`src/rtl/flash_guard.sv`:
```
module flash_guard #(
  parameter int ADDR_W = 21,
  parameter int T_SRW = 5,
  parameter int T_PAGE = 6,
  parameter int T_SECT = 8,
  parameter int T_BLK32 = 10,
  parameter int T_BLK64 = 12,
  parameter int T_CHIP = 16,
  parameter bit INIT_SRP = 1'b0,
  parameter logic [2:0] INIT_BP = 3'b000
) (
  input  logic              clk,
  input  logic              rst_n,
  input  logic              wp_n,
  input  logic              wen_stb,
  input  logic              wdis_stb,
  input  logic              srw_stb,
  input  logic [7:0]        srw_data,
  input  logic              mod_stb,
  input  logic [2:0]        mod_kind,
  input  logic [ADDR_W-1:0] mod_addr,
  output logic [7:0]        status,
  output logic              grant,
  output logic              deny
);
  localparam int SEC_W = 12;
  localparam int B32_W = 15;
  localparam int B64_W = 16;
  localparam int T_A = (T_SRW > T_PAGE) ? T_SRW : T_PAGE;
  localparam int T_B = (T_SECT > T_BLK32) ? T_SECT : T_BLK32;
  localparam int T_C = (T_BLK64 > T_CHIP) ? T_BLK64 : T_CHIP;
  localparam int T_AB = (T_A > T_B) ? T_A : T_B;
  localparam int T_MAX = (T_AB > T_C) ? T_AB : T_C;
  localparam int CNT_W = $clog2(T_MAX + 1);
  localparam logic [7:0] NV_MASK = 8'h9C;
  localparam logic [2:0] K_PAGE = 3'd0, K_SECT = 3'd1, K_B32 = 3'd2, K_B64 = 3'd3, K_CHIP = 3'd4;

  logic [7:0] nv, pend;
  logic wel, wip, pend_is_srw;
  logic [CNT_W-1:0] cnt, dur;
  logic [ADDR_W:0] lim, base;
  logic kind_ok, hit, mod_ok, srw_ok;

  wire [2:0] bp  = nv[4:2];
  wire       hpm = nv[7] & ~wp_n;

  always_comb begin
    lim = '0;
    if (bp == 3'b111)
      lim = (ADDR_W+1)'(1) << ADDR_W;
    else if (bp != 3'b000)
      lim = ((ADDR_W+1)'(1) << ADDR_W) - ((ADDR_W+1)'(1) << (SEC_W + int'(bp)));
  end

  always_comb begin
    base    = {1'b0, mod_addr};
    dur     = CNT_W'(T_PAGE);
    kind_ok = 1'b1;
    case (mod_kind)
      K_PAGE:  base[SEC_W-1:0] = '0;
      K_SECT:  begin base[SEC_W-1:0] = '0; dur = CNT_W'(T_SECT); end
      K_B32:   begin base[B32_W-1:0] = '0; dur = CNT_W'(T_BLK32); end
      K_B64:   begin base[B64_W-1:0] = '0; dur = CNT_W'(T_BLK64); end
      K_CHIP:  dur = CNT_W'(T_CHIP);
      default: kind_ok = 1'b0;
    endcase
  end

  assign hit    = base < lim;
  assign mod_ok = !wip && wel && kind_ok && ((mod_kind == K_CHIP) ? (bp == 3'b000) : !hit);
  assign srw_ok = !wip && wel && !hpm;
  assign status = (nv & NV_MASK) | {6'b0, wel, wip};

  always_ff @(posedge clk or negedge rst_n) begin
    if (!rst_n) begin
      nv          <= {INIT_SRP, 2'b00, INIT_BP, 2'b00};
      pend        <= '0;
      pend_is_srw <= 1'b0;
      wel         <= 1'b0;
      wip         <= 1'b0;
      cnt         <= '0;
      grant       <= 1'b0;
      deny        <= 1'b0;
    end else begin
      grant <= 1'b0;
      deny  <= 1'b0;
      if (wip) begin
        if (cnt == '0) begin
          wip <= 1'b0;
          wel <= 1'b0;
          if (pend_is_srw) nv <= pend & NV_MASK;
        end else begin
          cnt <= cnt - 1'b1;
        end
      end
      if (mod_stb) begin
        if (mod_ok) begin
          grant       <= 1'b1;
          wip         <= 1'b1;
          cnt         <= dur - 1'b1;
          pend_is_srw <= 1'b0;
        end else begin
          deny <= 1'b1;
        end
      end else if (srw_stb) begin
        if (srw_ok) begin
          grant       <= 1'b1;
          wip         <= 1'b1;
          cnt         <= CNT_W'(T_SRW) - 1'b1;
          pend        <= srw_data;
          pend_is_srw <= 1'b1;
        end else begin
          deny <= 1'b1;
        end
      end else if (wen_stb && !wip) begin
        wel <= 1'b1;
      end else if (wdis_stb && !wip) begin
        wel <= 1'b0;
      end
    end
  end
endmodule

```
`config.mk`:
```
export PLATFORM = sky130hd
export DESIGN_NAME = flash_guard
export DESIGN_NICKNAME = d
export VERILOG_FILES = /design/src/rtl/flash_guard.sv
export SDC_FILE = /design/constraint.sdc
export NUM_CORES = 1
export LEC_CHECK = 0
export BUFFER_PORTS_ARGS = -buffer_cell sky130_fd_sc_hd__clkbuf_2
export CORE_UTILIZATION = 57
export CTS_BUF_LIST = sky130_fd_sc_hd__clkbuf_8
export CTS_CLUSTER_SIZE = 24
export DETAILED_ROUTE_END_ITERATION = 8
export GPL_TIMING_DRIVEN = 0
export PLACE_DENSITY = 0.91
export SYNTH_ARGS = -nofsm -noshare
export SYNTH_HDL_FRONTEND = slang
export SYNTH_SLANG_ARGS = --single-unit
```
`constraint.sdc`:
```
create_clock -name clk -period 4 [get_ports clk]
set_input_delay 0.6 -clock clk [delete_from_list [all_inputs] [get_ports clk]]
set_output_delay 0.6 -clock clk [all_outputs]
set_load 0.05 [all_outputs]
```
# --- Word-level counts from Yosys, hierarchy flattened ---
# Index checks and enable logic that the tools add are counted.
op_classes:
  addsub: 4
  magnitude_cmp: 1
  n_eq_ne: 6
  shift: 1
  mux: 38
  n_bitwise: 4
  reduce_logical: 21
ops:
  columns: ["op", "n"]
  rows:
  - ["two-way mux 22 bit", 2]
  - ["two-way mux 5 bit", 6]
  - ["two-way mux 1 bit", 27]
  - ["less-than comparator 21 x 22 -> 1 bit", 1]
  - ["<< shifter 1 x 5 -> 22 bit, first input constant", 1]
  - ["subtractor 22 bit, first input constant", 1]
  - ["one-hot mux 5 bit (4 select lines)", 1]
  - ["two-way mux 12 bit", 1]
  - ["subtractor 5 x 1 -> 5 bit, second input constant", 2]
  - ["AND reduction 3 bit", 3]
  - ["OR 8 x 2 -> 8 bit", 1]
  - ["equality test 3 x 2 -> 1 bit, second input constant", 2]
  - ["equality test 3 bit, second input constant", 2]
  - ["logical AND 1 bit", 6]
  - ["logical NOT 3 bit", 2]
  - ["adder 4 x 3 -> 5 bit, first input constant", 1]
  - ["logical NOT 5 bit", 1]
  - ["OR reduction 5 bit", 1]
  - ["nonzero test 2 bit", 2]
  - ["OR reduction 4 bit", 1]
  - ["equality test 3 x 1 -> 1 bit, second input constant", 1]
  - ["logical NOT 1 bit", 3]
  - ["two-way mux 3 bit", 1]
  - ["nonzero test 3 bit", 1]
  - ["other kinds (4)", 5]
totals:
  ff_bits: 22
  in_bits: 39
  word_cells: 83

# --- Logic depth before layout (Yosys ltp) ---
# Gate-level depths: netlist of run 1.
logic_depth:
  depth_word: 11
  ltp_mapped: 13

# --- Least setup slack after synthesis of run 1 ---
# Ideal clock, no wire load.
synth_timing:
  path_type: "input to register"
  startpoint: "in mod_kind[1]"
  endpoint: "reg wip"
  t_arrival_ns: 2.803
  required_ns: 3.869
  slack_ns: 1.066
  stages: 13
  path_buffers: 1
  path_cell_list: "nor2b_1 -> nand2_1 -> ha_1 -> o21a_1 -> clkbuf_1 -> and2_1 -> ha_1 -> a21oi_1 -> nor2_1 -> a211oi_1 -> o211ai_2 -> o21a_4 -> or3_1"
synth_via:
  elab_chain_cells: 9
  word_cells_on_any_way: 19
  cone_classes: "order compare (1); eq/ne (4); mux (7); reduce/logical (7)"
synth_lines:
  columns: ["item", "line_no", "text"]
  rows:
  - ["start, declared", "20", "input logic [2:0] mod_kind,"]
  - ["equality test 3 x 2 -> 1 bit, or another cell as far along", "59", "case (mod_kind)"]
  - ["OR reduction 4 bit (no source line) or OR reduction 2 bit (tied branches)", null, null]
  - ["two-way mux 12 bit or two-way mux 3 bit (tied branches)", "59", null]
  - ["less-than comparator 21 x 22 -> 1 bit", "69", "assign hit = base < lim;"]
  - ["logical NOT 1 bit", "70", "assign mod_ok = !wip && wel && kind_ok && ((mod_kind == K_CHIP) ? (bp == 3'b000) : !hit);"]
  - ["two-way mux 1 bit", "70", null]
  - ["logical AND 1 bit *", "70", null]
  - ["two-way mux 1 bit *", "97", "if (mod_ok) begin"]
  - ["two-way mux 1 bit *", "96", "if (mod_stb) begin"]
  - ["end signal, assigned", "80", "wip <= 1'b0;"]
  - ["end signal, assigned", "99", "wip <= 1'b1;"]
  - ["end signal, assigned", "108", "wip <= 1'b1;"]
  - ["end, declared", "39", "logic wel, wip, pend_is_srw;"]
# Every way passes the cells marked *; elsewhere a longest branch is shown, timed or not.
# A chain may end at the register's enable or synchronous reset.

# --- Final worst setup path of run 1 ---
layout_timing:
  startpoint: "in mod_kind[1]"
  endpoint: "reg cnt[3]"
layout_via:
  elab_chain_cells: 9
  word_cells_on_any_way: 21
  cone_classes: "add/sub (1); order compare (1); eq/ne (4); mux (8); reduce/logical (7)"
layout_lines:
  columns: ["item", "line_no", "text"]
  rows:
  - ["equality test 3 x 2 -> 1 bit, or another cell as far along", "59", null]
  - ["OR reduction 4 bit (no source line) or OR reduction 2 bit (tied branches)", null, null]
  - ["two-way mux 12 bit or two-way mux 3 bit (tied branches)", "59", null]
  - ["less-than comparator 21 x 22 -> 1 bit", "69", null]
  - ["logical NOT 1 bit", "70", null]
  - ["two-way mux 1 bit", "70", null]
  - ["logical AND 1 bit", "70", null]
  - ["two-way mux 5 bit *", "97", null]
  - ["two-way mux 5 bit *", "96", null]
  - ["end signal, assigned", "93", "cnt <= cnt - 1'b1;"]
  - ["end signal, assigned", "100", "cnt <= dur - 1'b1;"]
  - ["end signal, assigned", "109", "cnt <= CNT_W'(T_SRW) - 1'b1;"]
  - ["end, declared", "40", "logic [CNT_W-1:0] cnt, dur;"]
# Marked as above.

==> impl_metrics.ini, run 1 <==
[timing]
hold_viol_final = 0
final-max-slew-violation-count = 0
tightest_slew_ns = 0.805
clock.fmax_mhz = 319
grt_setup_unrepaired = no
relSlewSlack = 0.462
skew_ns = 0.00246
fin_tns_setup_ns = 0
fin_crit_sh = 0.785
setup_viol = 0
finalCriticalPeriod_ns = 3.14

[drt]
wire_per_inst_um = 11.2
vias = 1458
post_drt_via_cell_ratio = 5.34
ant_nets = 0
initialDrtViolationCount = 29
wl_um = 3060
drc = 0
drtPass1Iterations = 4

[clock_tree]
holdBufCountCts = 0
cts_sinks = 18
insertion_delay_ns = 0.25
cts_setup_buffers = 0
clk_pin_slew_ns = 0.07
ctsLongestPathBuffers = 2
cts_tree = done
cts_max_level = 1
ctsResizeCount = 0
cts-buffers-inserted = 3
root_buffer = clkbuf_8

[setup_path]
rrSetupSlack_ns = 1.13
r2r_start = nv[3]
required_ns = 4.13
critPathMaxFanout = 10
r2r-end = wip
reg2reg_depth = 11
arrival_ns = 3.27
crit_path_end_kind = flop
path_class = primary input to flop
start_kind = primary input

[final_layout]
diodes = 0
final_nets = 306
final_common_cell = clkbuf_2
final_cell_mix = clkbuf_2 (41), nand2_1 (35), ha_1 (23), dfrtp_1 (18), and2_1 (15)
final_area_um2 = 1930
areaGrowthSynthToFinish_pct = 20.8
drive_above_1_share = 0.280

[power]
p_leak_nw = 0.992
irDropWorstVdd_uv = 568
p_per_area_nw_per_um2 = 626

[synthesis]
synthFlopType = dfrtp_1
synth_area_per_cell_um2 = 8.45
synth-async-reset-ratio = 1.00
ys_types = 43
synth_top_area_frac = 0.282
synth_edf_count = 0
syn_area_um2 = 1600
synth_largest_area_cell = dfrtp_1
ys_warn_count = 0
ys_seq_elements = 18
synthCells = 189
netlist_top_cells_area = dfrtp_1 (28%), ha_1 (18%), nand2_1 (8.2%)
ys_seq_area_frac = 0.282

[global_route]
grt_use_total = 0.216
grt_pass1_wl_um = 4710
grt_max_degree = 19
overflow = 0
grt_pass1_vias = 1216
antenna_found_initial = 0

[place]
place_congestion = 0.833
placed_area_um2 = 1870
io_buffers = 41
post-dp-hpwl_um = 2570

[worst_hold_path]
min-delay-path-class = primary input to asynchronous set/reset pin

[floorplanning]
dieHeight_um = 54.9
dieArea_um2 = 3020
die_x_um = 54.9
num_io_pins = 49
start_util = 0.622
core_um2 = 2570
num_rows = 18

[run]
cap_violations = 0

[outcome]
status = finished, final reports clean
[how the worst max path moves through the flow]
stage / end / slack, ns / cells past startpoint / start
5_1_grt: cnt[3] / 0.59 / 14 / mod_kind[1]
6_report: cnt[3] / 0.86 / 14 / mod_kind[1]
3_3_place_gp: wip / 0.62 / 14 / mod_kind[1]
2_1_floorplan: wip / 1.07 / 13 / mod_kind[1]
4_1_cts: wip / 0.84 / 14 / mod_kind[1]
3_5_place_dp: wip / 0.58 / 14 / mod_kind[1]
[through the flow]
| step | std cells | setup WS, ns | total power (W) | hold slack [ns] | utilization |
|---|---|---|---|---|---|
| 6_report | 273 | 0.862 | 0.00121 | 0.274 | 0.751 |
| 5_1_grt | 273 | 0.591 | 0.00132 | 0.312 | 0.751 |
| 4_1_cts | 273 | 0.842 | 0.00121 | 0.284 | 0.751 |
| 3_5_place_dp | 269 | 0.581 | 0.00106 | 0.459 | 0.730 |
| 3_3_place_gp | 269 | 0.622 | 0.00103 | 0.456 | 0.730 |
| 2_1_floorplan | 198 | 1.07 | 0.000902 | 0.304 | - |
[final cells by class]
type	instances	area, um2
buffer	9	52.6
clock buffer	4	55.1
fill	205	638
inverter	7	26.3
multi-input combinational	164	1100
sequential	18	450
tap	30	37.5
timing repair buffer	41	205
[where the power goes]
| part | internal (W) | leakage [nW] | total, W | switching [W] |
|---|---|---|---|---|
| Sequential | 0.000260 | 0.224 | 0.000325 | 0.0000642 |
| Clock | 0.0000874 | 0.0288 | 0.000145 | 0.0000573 |
| Combinational | 0.000296 | 0.739 | 0.000739 | 0.000443 |
[cell families after synthesis]
kind of cell	Yosys count	synth area share
compound gates	34	0.150
other cells	2	0.00470
buf+inv	16	0.0493
simple gates	86	0.270
xor+xnor	3	0.0164
mux	7	0.0470
fa+ha+maj	23	0.180
flops	18	0.282
[layer usage]
layer	global-route usage	vias up	routed length [um]
met5	0	-	0
met4	0.0625	0	24
met3	0.0164	2	81
met2	0.412	35	1530
met1	0.256	659	1420
li1	-	762	-
[cells in the mapped netlist, types with 2 or more instances]
cell type,count
nor2b_1,2
and2_1,15
buf_4,4
ha_1,23
buf_2,3
conb_1,2
nand2_1,35
dfrtp_1,18
xor2_1,2
clkbuf_1,2
a21oi_1,12
inv_1,7
o21ai_0,6
mux2i_1,3
nor3_1,4
mux2_2,4
or3_1,2
or2_2,4
o211ai_1,5
nor2_1,8
nand3_1,6
[flip-flops by register name, indices dropped and copies added (netlist names)]
name	flops
cnt	5
deny	1
grant	1
nv	4
pend	4
pend_is_srw	1
wel	1
wip	1
[worst max-delay path, cell delays in order]
cell and delay (ns):
clkbuf_2 0.12, nor2b_1 0.23, nand2_1 0.11, ha_1 0.25, o21a_1 0.12, clkbuf_1 0.17
and2_1 0.20, ha_1 0.30, nand2_1 0.05, nor3_1 0.17, nand2_1 0.13, a2111oi_2 0.44
o21ai_1 0.22, mux2i_1 0.16
No activity file was read; power rests on OpenSTA's default activity.
==> run 2, diff against run 1 <==
ABC_AREA = 1   (was unset)
CORE_UTILIZATION = 49   (was 57)
PLACE_DENSITY = 0.83   (was 0.91)
clock period = 2.55 ns   (was 4 ns; I/O delays follow)
==> impl_metrics.ini, run 2 <==
[timing]
clock.fmax_mhz = 420
fin_hold_ws_ns = 0.0637
grt_setup_unrepaired = no
fin_crit_sh = 0.933
final-max-slew-violation-count = 0
fin_tns_setup_ns = 0
finalCriticalPeriod_ns = 2.38
setup_viol = 0
skew_ns = 0.00369
hold_viol_final = 0

[final_layout]
final_area_um2 = 2080
seq_area_um2 = 450
top_regs = cnt (5), nv (4), pend (4)
nFillCells = 327
max_flop_register = cnt
multi_input_area_um2 = 1100
largest_reg_flops = 5
final_cell_mix = nand2_1 (64), inv_1 (44), clkbuf_2 (41), nor2_1 (26), ha_1 (23)
diodes = 0
fin_util = 0.625
areaGrowthSynthToFinish_pct = 21.6
final_nets = 367
final_common_cell = nand2_1
drive_above_1_share = 0.230

[drt]
initialDrtViolationCount = 66
vias = 1615
ant_nets = 0
wire_per_inst_um = 9.25
drc = 0
wl_um = 3240
drtPass1Iterations = 4
post_drt_via_cell_ratio = 4.61

[power]
irDropWorstVdd_uv = 639
p_seq_frac = 0.262
combPwrFrac = 0.618
total_power_w = 0.00190
clkPwrFrac = 0.120
p_leak_nw = 1.24
internal_power_w = 0.000962
swShare = 0.494
switchingPower_w = 0.000938
p_per_area_nw_per_um2 = 911

[clock_tree]
insertion_delay_ns = 0.25
ctsLongestPathBuffers = 2
root_buffer = clkbuf_8
clk_pin_slew_ns = 0.07
cts_tree = done
holdBufCountCts = 0
cts_max_level = 1
cts_sinks = 18
cts-buffers-inserted = 3

[setup_path]
reg2reg_depth = 15
arrival_ns = 2.51
start_kind = primary input
critPathMaxFanout = 7
rrSetupSlack_ns = 0.26
r2r-end = cnt[2]
crit_path_end_kind = flop
required_ns = 2.68
path_class = primary input to flop
r2r_start = nv[2]
critPathLaunch = mod_kind[2]
critPathCapture = cnt[2]

[synthesis]
synth-async-reset-ratio = 1.00
synthCells = 249
synth_top_area_frac = 0.263
ys_seq_area_frac = 0.263
synth_area_per_cell_um2 = 6.88
synthFlopType = dfrtp_1
synth_largest_area_cell = dfrtp_1
synth.top_cells.by_count = nand2_1 (64), inv_1 (44), nor2_1 (27)
ys_seq_elements = 18
syn_area_um2 = 1710
ys_warn_count = 0
ys_types = 28
synth.most_common_cell = nand2_1
netlist_top_cells_area = dfrtp_1 (26%), ha_1 (17%), nand2_1 (14%)
synth_edf_count = 0

[worst_hold_path]
min-delay-path-class = primary input to asynchronous set/reset pin

[floorplanning]
num_rows = 21
dieArea_um2 = 3740
start_util = 0.514
dieHeight_um = 61.1
die_x_um = 61.1
core_um2 = 3340
num_io_pins = 49

[global_route]
overflow = 0
grt_pass1_vias = 1308
grt_use_total = 0.184
grt_pass1_wl_um = 5240
antenna_found_initial = 0
grt_max_degree = 19

[outcome]
status = finished, final reports clean

[place]
placed_area_um2 = 2010
io_buffers = 41
post-dp-hpwl_um = 2670
place_congestion = 0.822

[run]
cap_violations = 0
-- run 2: timing repair --
item,CTS,global route
hold endpoints to repair,0,0
pin swaps,0,0
setup buffers,0,0
gates cloned,0,1
gates resized for setup,1,8
endpoints found under the setup margin,5,9
-- run 2: layout make-up --
type / count / share of cell area
Tap cell: 46 / 0.0276
Buffer: 5 / 0.0198
Clock buffer: 4 / 0.0264
Inverter: 45 / 0.0810
Multi-Input combinational cell: 190 / 0.528
Timing Repair Buffer: 42 / 0.101
Sequential cell: 18 / 0.216
-- run 2: logic make-up after synthesis --
kind of cell | synth area share
adder cells (fa/ha/maj) | 0.168
other | 0.00438
AND/OR/NAND/NOR | 0.342
XOR/XNOR | 0.00511
flip-flops | 0.263
buffers and inverters | 0.118
AO/OA/AOI/OAI | 0.0993
-- run 2: worst min path at each step --
stage / to / slack, ns / depth (start not counted)
floorplan: cnt[0] / 0.09 / 0
global placement: cnt[0] / 0.34 / 1
detailed placement: wip / 0.35 / 1
CTS: cnt[0] / 0.07 / 1
global route: cnt[1] / 0.09 / 1
finish: grant / 0.06 / 1
-- run 2: metrics by stage --
step                      instances  worst slack (ns)
after floorplan                 258             0.132
after global placement          345            -0.330
after detailed placement        345            -0.358
after CTS                       349            0.0462
after global routing            350            0.0176
final                           350             0.171
-- run 2: power groups by stage --
stage	Combinational, W	Sequential, W	Clock, W
after floorplan	0.000832	0.000596	0
after global placement	0.00113	0.000498	0
after detailed placement	0.00117	0.000504	0
after CTS	0.00118	0.000499	0.000235
after global routing	0.00136	0.000512	0.000248
final	0.00117	0.000497	0.000228
-- run 2: critical path, cell delays in order --
cell	delay, ns
clkbuf_2	0.15
inv_1	0.09
nand2_1	0.07
nor2_2	0.10
inv_1	0.05
ha_1	0.24
o21ai_2	0.11
buf_2	0.20
nor2_1	0.05
ha_1	0.27
nand2_1	0.05
nor2_1	0.13
nand2_1	0.07
nor2_1	0.10
nand2_1	0.09
nand3_4	0.13
nand2_4	0.09
nand2_1	0.07
nand3_1	0.06
-- run 2: per-layer routing --
layer  up-vias  routed length [um]  part of all wire  track usage
met4         0                  13            0.0040       0.0292
met5         -                   0                 0            0
met2        40                1470              0.45        0.306
li1        884                   -                 -            -
met3         2                 125             0.039       0.0315
met1       689                1630              0.50        0.256
==> run 3, diff against run 2 <==
BUFFER_PORTS_ARGS = -buffer_cell sky130_fd_sc_hd__buf_2   (was -buffer_cell sky130_fd_sc_hd__clkbuf_2)
==> impl_metrics.ini, run 3 (synthesized netlist as in run 2, its figures left out) <==
[drt]
initialDrtViolationCount = 48
vias = 1635
drtPass1Iterations = 4
drc = 0
wl_um = 3360
wire_per_inst_um = 9.61
ant_nets = 0
post_drt_via_cell_ratio = 4.67

[setup_path]
critPathCapture = cnt[2]
r2r_start = nv[2]
path_class = primary input to flop
r2r-end = cnt[2]
critPathLaunch = mod_kind[2]
rrSetupSlack_ns = 0.30
arrival_ns = 2.50
critPathMaxFanout = 7
required_ns = 2.68
start_kind = primary input
crit_path_end_kind = flop
reg2reg_depth = 15

[timing]
finalCriticalPeriod_ns = 2.37
hold_viol_final = 0
fin_crit_sh = 0.931
grt_setup_unrepaired = no
setup_viol = 0
skew_ns = 0.00251
clock.fmax_mhz = 421
fin_hold_ws_ns = 0.0466
final-max-slew-violation-count = 0
fin_tns_setup_ns = 0

[final_layout]
final_cells = 350
areaGrowthSynthToFinish_pct = 21.2
max_flop_register = cnt
top_regs = cnt (5), nv (4), pend (4)
fin_util = 0.623
nFillCells = 316
largest_reg_flops = 5
final_nets = 367
final_cell_mix = nand2_1 (64), inv_1 (44), buf_2 (42), nor2_1 (27), ha_1 (23)
multi_input_area_um2 = 1100
final_area_um2 = 2080
diodes = 0
drive_above_1_share = 0.227
final_common_cell = nand2_1
seq_area_um2 = 450

[power]
p_leak_nw = 1.23
irDropWorstVdd_uv = 719
swShare = 0.494
combPwrFrac = 0.620
internal_power_w = 0.000965
p_seq_frac = 0.259
p_per_area_nw_per_um2 = 918
clkPwrFrac = 0.121
switchingPower_w = 0.000942

[clock_tree]
clk_pin_slew_ns = 0.07
ctsLongestPathBuffers = 2
holdBufCountCts = 0
cts_sinks = 18
cts_tree = done
cts-buffers-inserted = 3
cts_setup_buffers = 0
root_buffer = clkbuf_8
insertion_delay_ns = 0.26
cts_max_level = 1

[floorplanning]
num_io_pins = 49
num_rows = 21
dieHeight_um = 61.1
die_x_um = 61.1
core_um2 = 3340
start_util = 0.514
dieArea_um2 = 3740

[place]
io_buffers = 41
place_inst = 345
place_congestion = 0.819
post-dp-hpwl_um = 2710
placed_area_um2 = 2010

[run]
cap_violations = 0

[outcome]
status = finished, final reports clean

[worst_hold_path]
min-delay-path-class = primary input to asynchronous set/reset pin

[global_route]
grt_use_total = 0.184
antenna_found_initial = 0
grt_max_degree = 19
overflow = 0
grt_pass1_wl_um = 5180
grt_pass1_vias = 1312
==> run 3: worst min-delay path by stage <==
stage / start / to / slack (ns) / cells past startpoint
6_report: rst_n / wip / 0.05 / 1
5_1_grt: rst_n / cnt[4] / 0.07 / 1
4_1_cts: rst_n / cnt[0] / 0.05 / 1
3_5_place_dp: rst_n / cnt[0] / 0.33 / 1
3_3_place_gp: rst_n / cnt[0] / 0.33 / 1
2_1_floorplan: rst_n / cnt[0] / 0.09 / 0
==> run 3: layout make-up <==
type | instances | area share
multi-input cells | 190 | 0.529
flip-flops and latches | 18 | 0.217
repair buffers | 42 | 0.101
inverters | 45 | 0.0813
well taps | 46 | 0.0277
clock buffers | 4 | 0.0265
plain buffers | 5 | 0.0181
==> run 3: routing by layer <==
layer  vias up  share of wire  GRT usage  routed length [um]
met5         -              0          0                   0
met4         0          0.013     0.0649                  44
met3         5          0.042     0.0378                 142
met2        41           0.47      0.304                1570
met1       706           0.48      0.239                1600
li1        883              -          -                   -
==> run 3: worst max-delay path, stage by stage <==
cell     delay (ns)
buf_2          0.15
inv_1          0.08
nand2_1        0.06
nor2_1         0.13
inv_1          0.06
ha_1           0.25
o21ai_2        0.10
buf_2          0.19
nor2_1         0.05
ha_1           0.26
nand2_1        0.05
nor2_1         0.12
nand2_1        0.07
nor2_1         0.10
nand2_1        0.09
nand3_4        0.12
nand2_4        0.09
nand2_1        0.07
nand3_1        0.06
==> run 3: timing repair <==
item	CTS	global route
gates cloned	0	1
setup endpoints to repair	5	6
resized for setup	1	6
==> run 3: power by group through the flow <==
stage          Clock [W]  Combinational, W  Sequential (W)
3_5_place_dp           0           0.00117        0.000501
3_3_place_gp           0           0.00113        0.000497
2_1_floorplan          0          0.000832        0.000596
5_1_grt         0.000244           0.00135        0.000510
6_report        0.000230           0.00118        0.000495
4_1_cts         0.000236           0.00118        0.000496
==> run 3: per-stage QoR <==
| stage | worst slack, ns | power, W |
|---|---|---|
| finish | 0.177 | 0.00191 |
| global route | 0.0142 | 0.00210 |
| CTS | 0.0876 | 0.00191 |
| detailed placement | -0.329 | 0.00167 |
| global placement | -0.317 | 0.00163 |
| floorplan | 0.132 | 0.00143 |
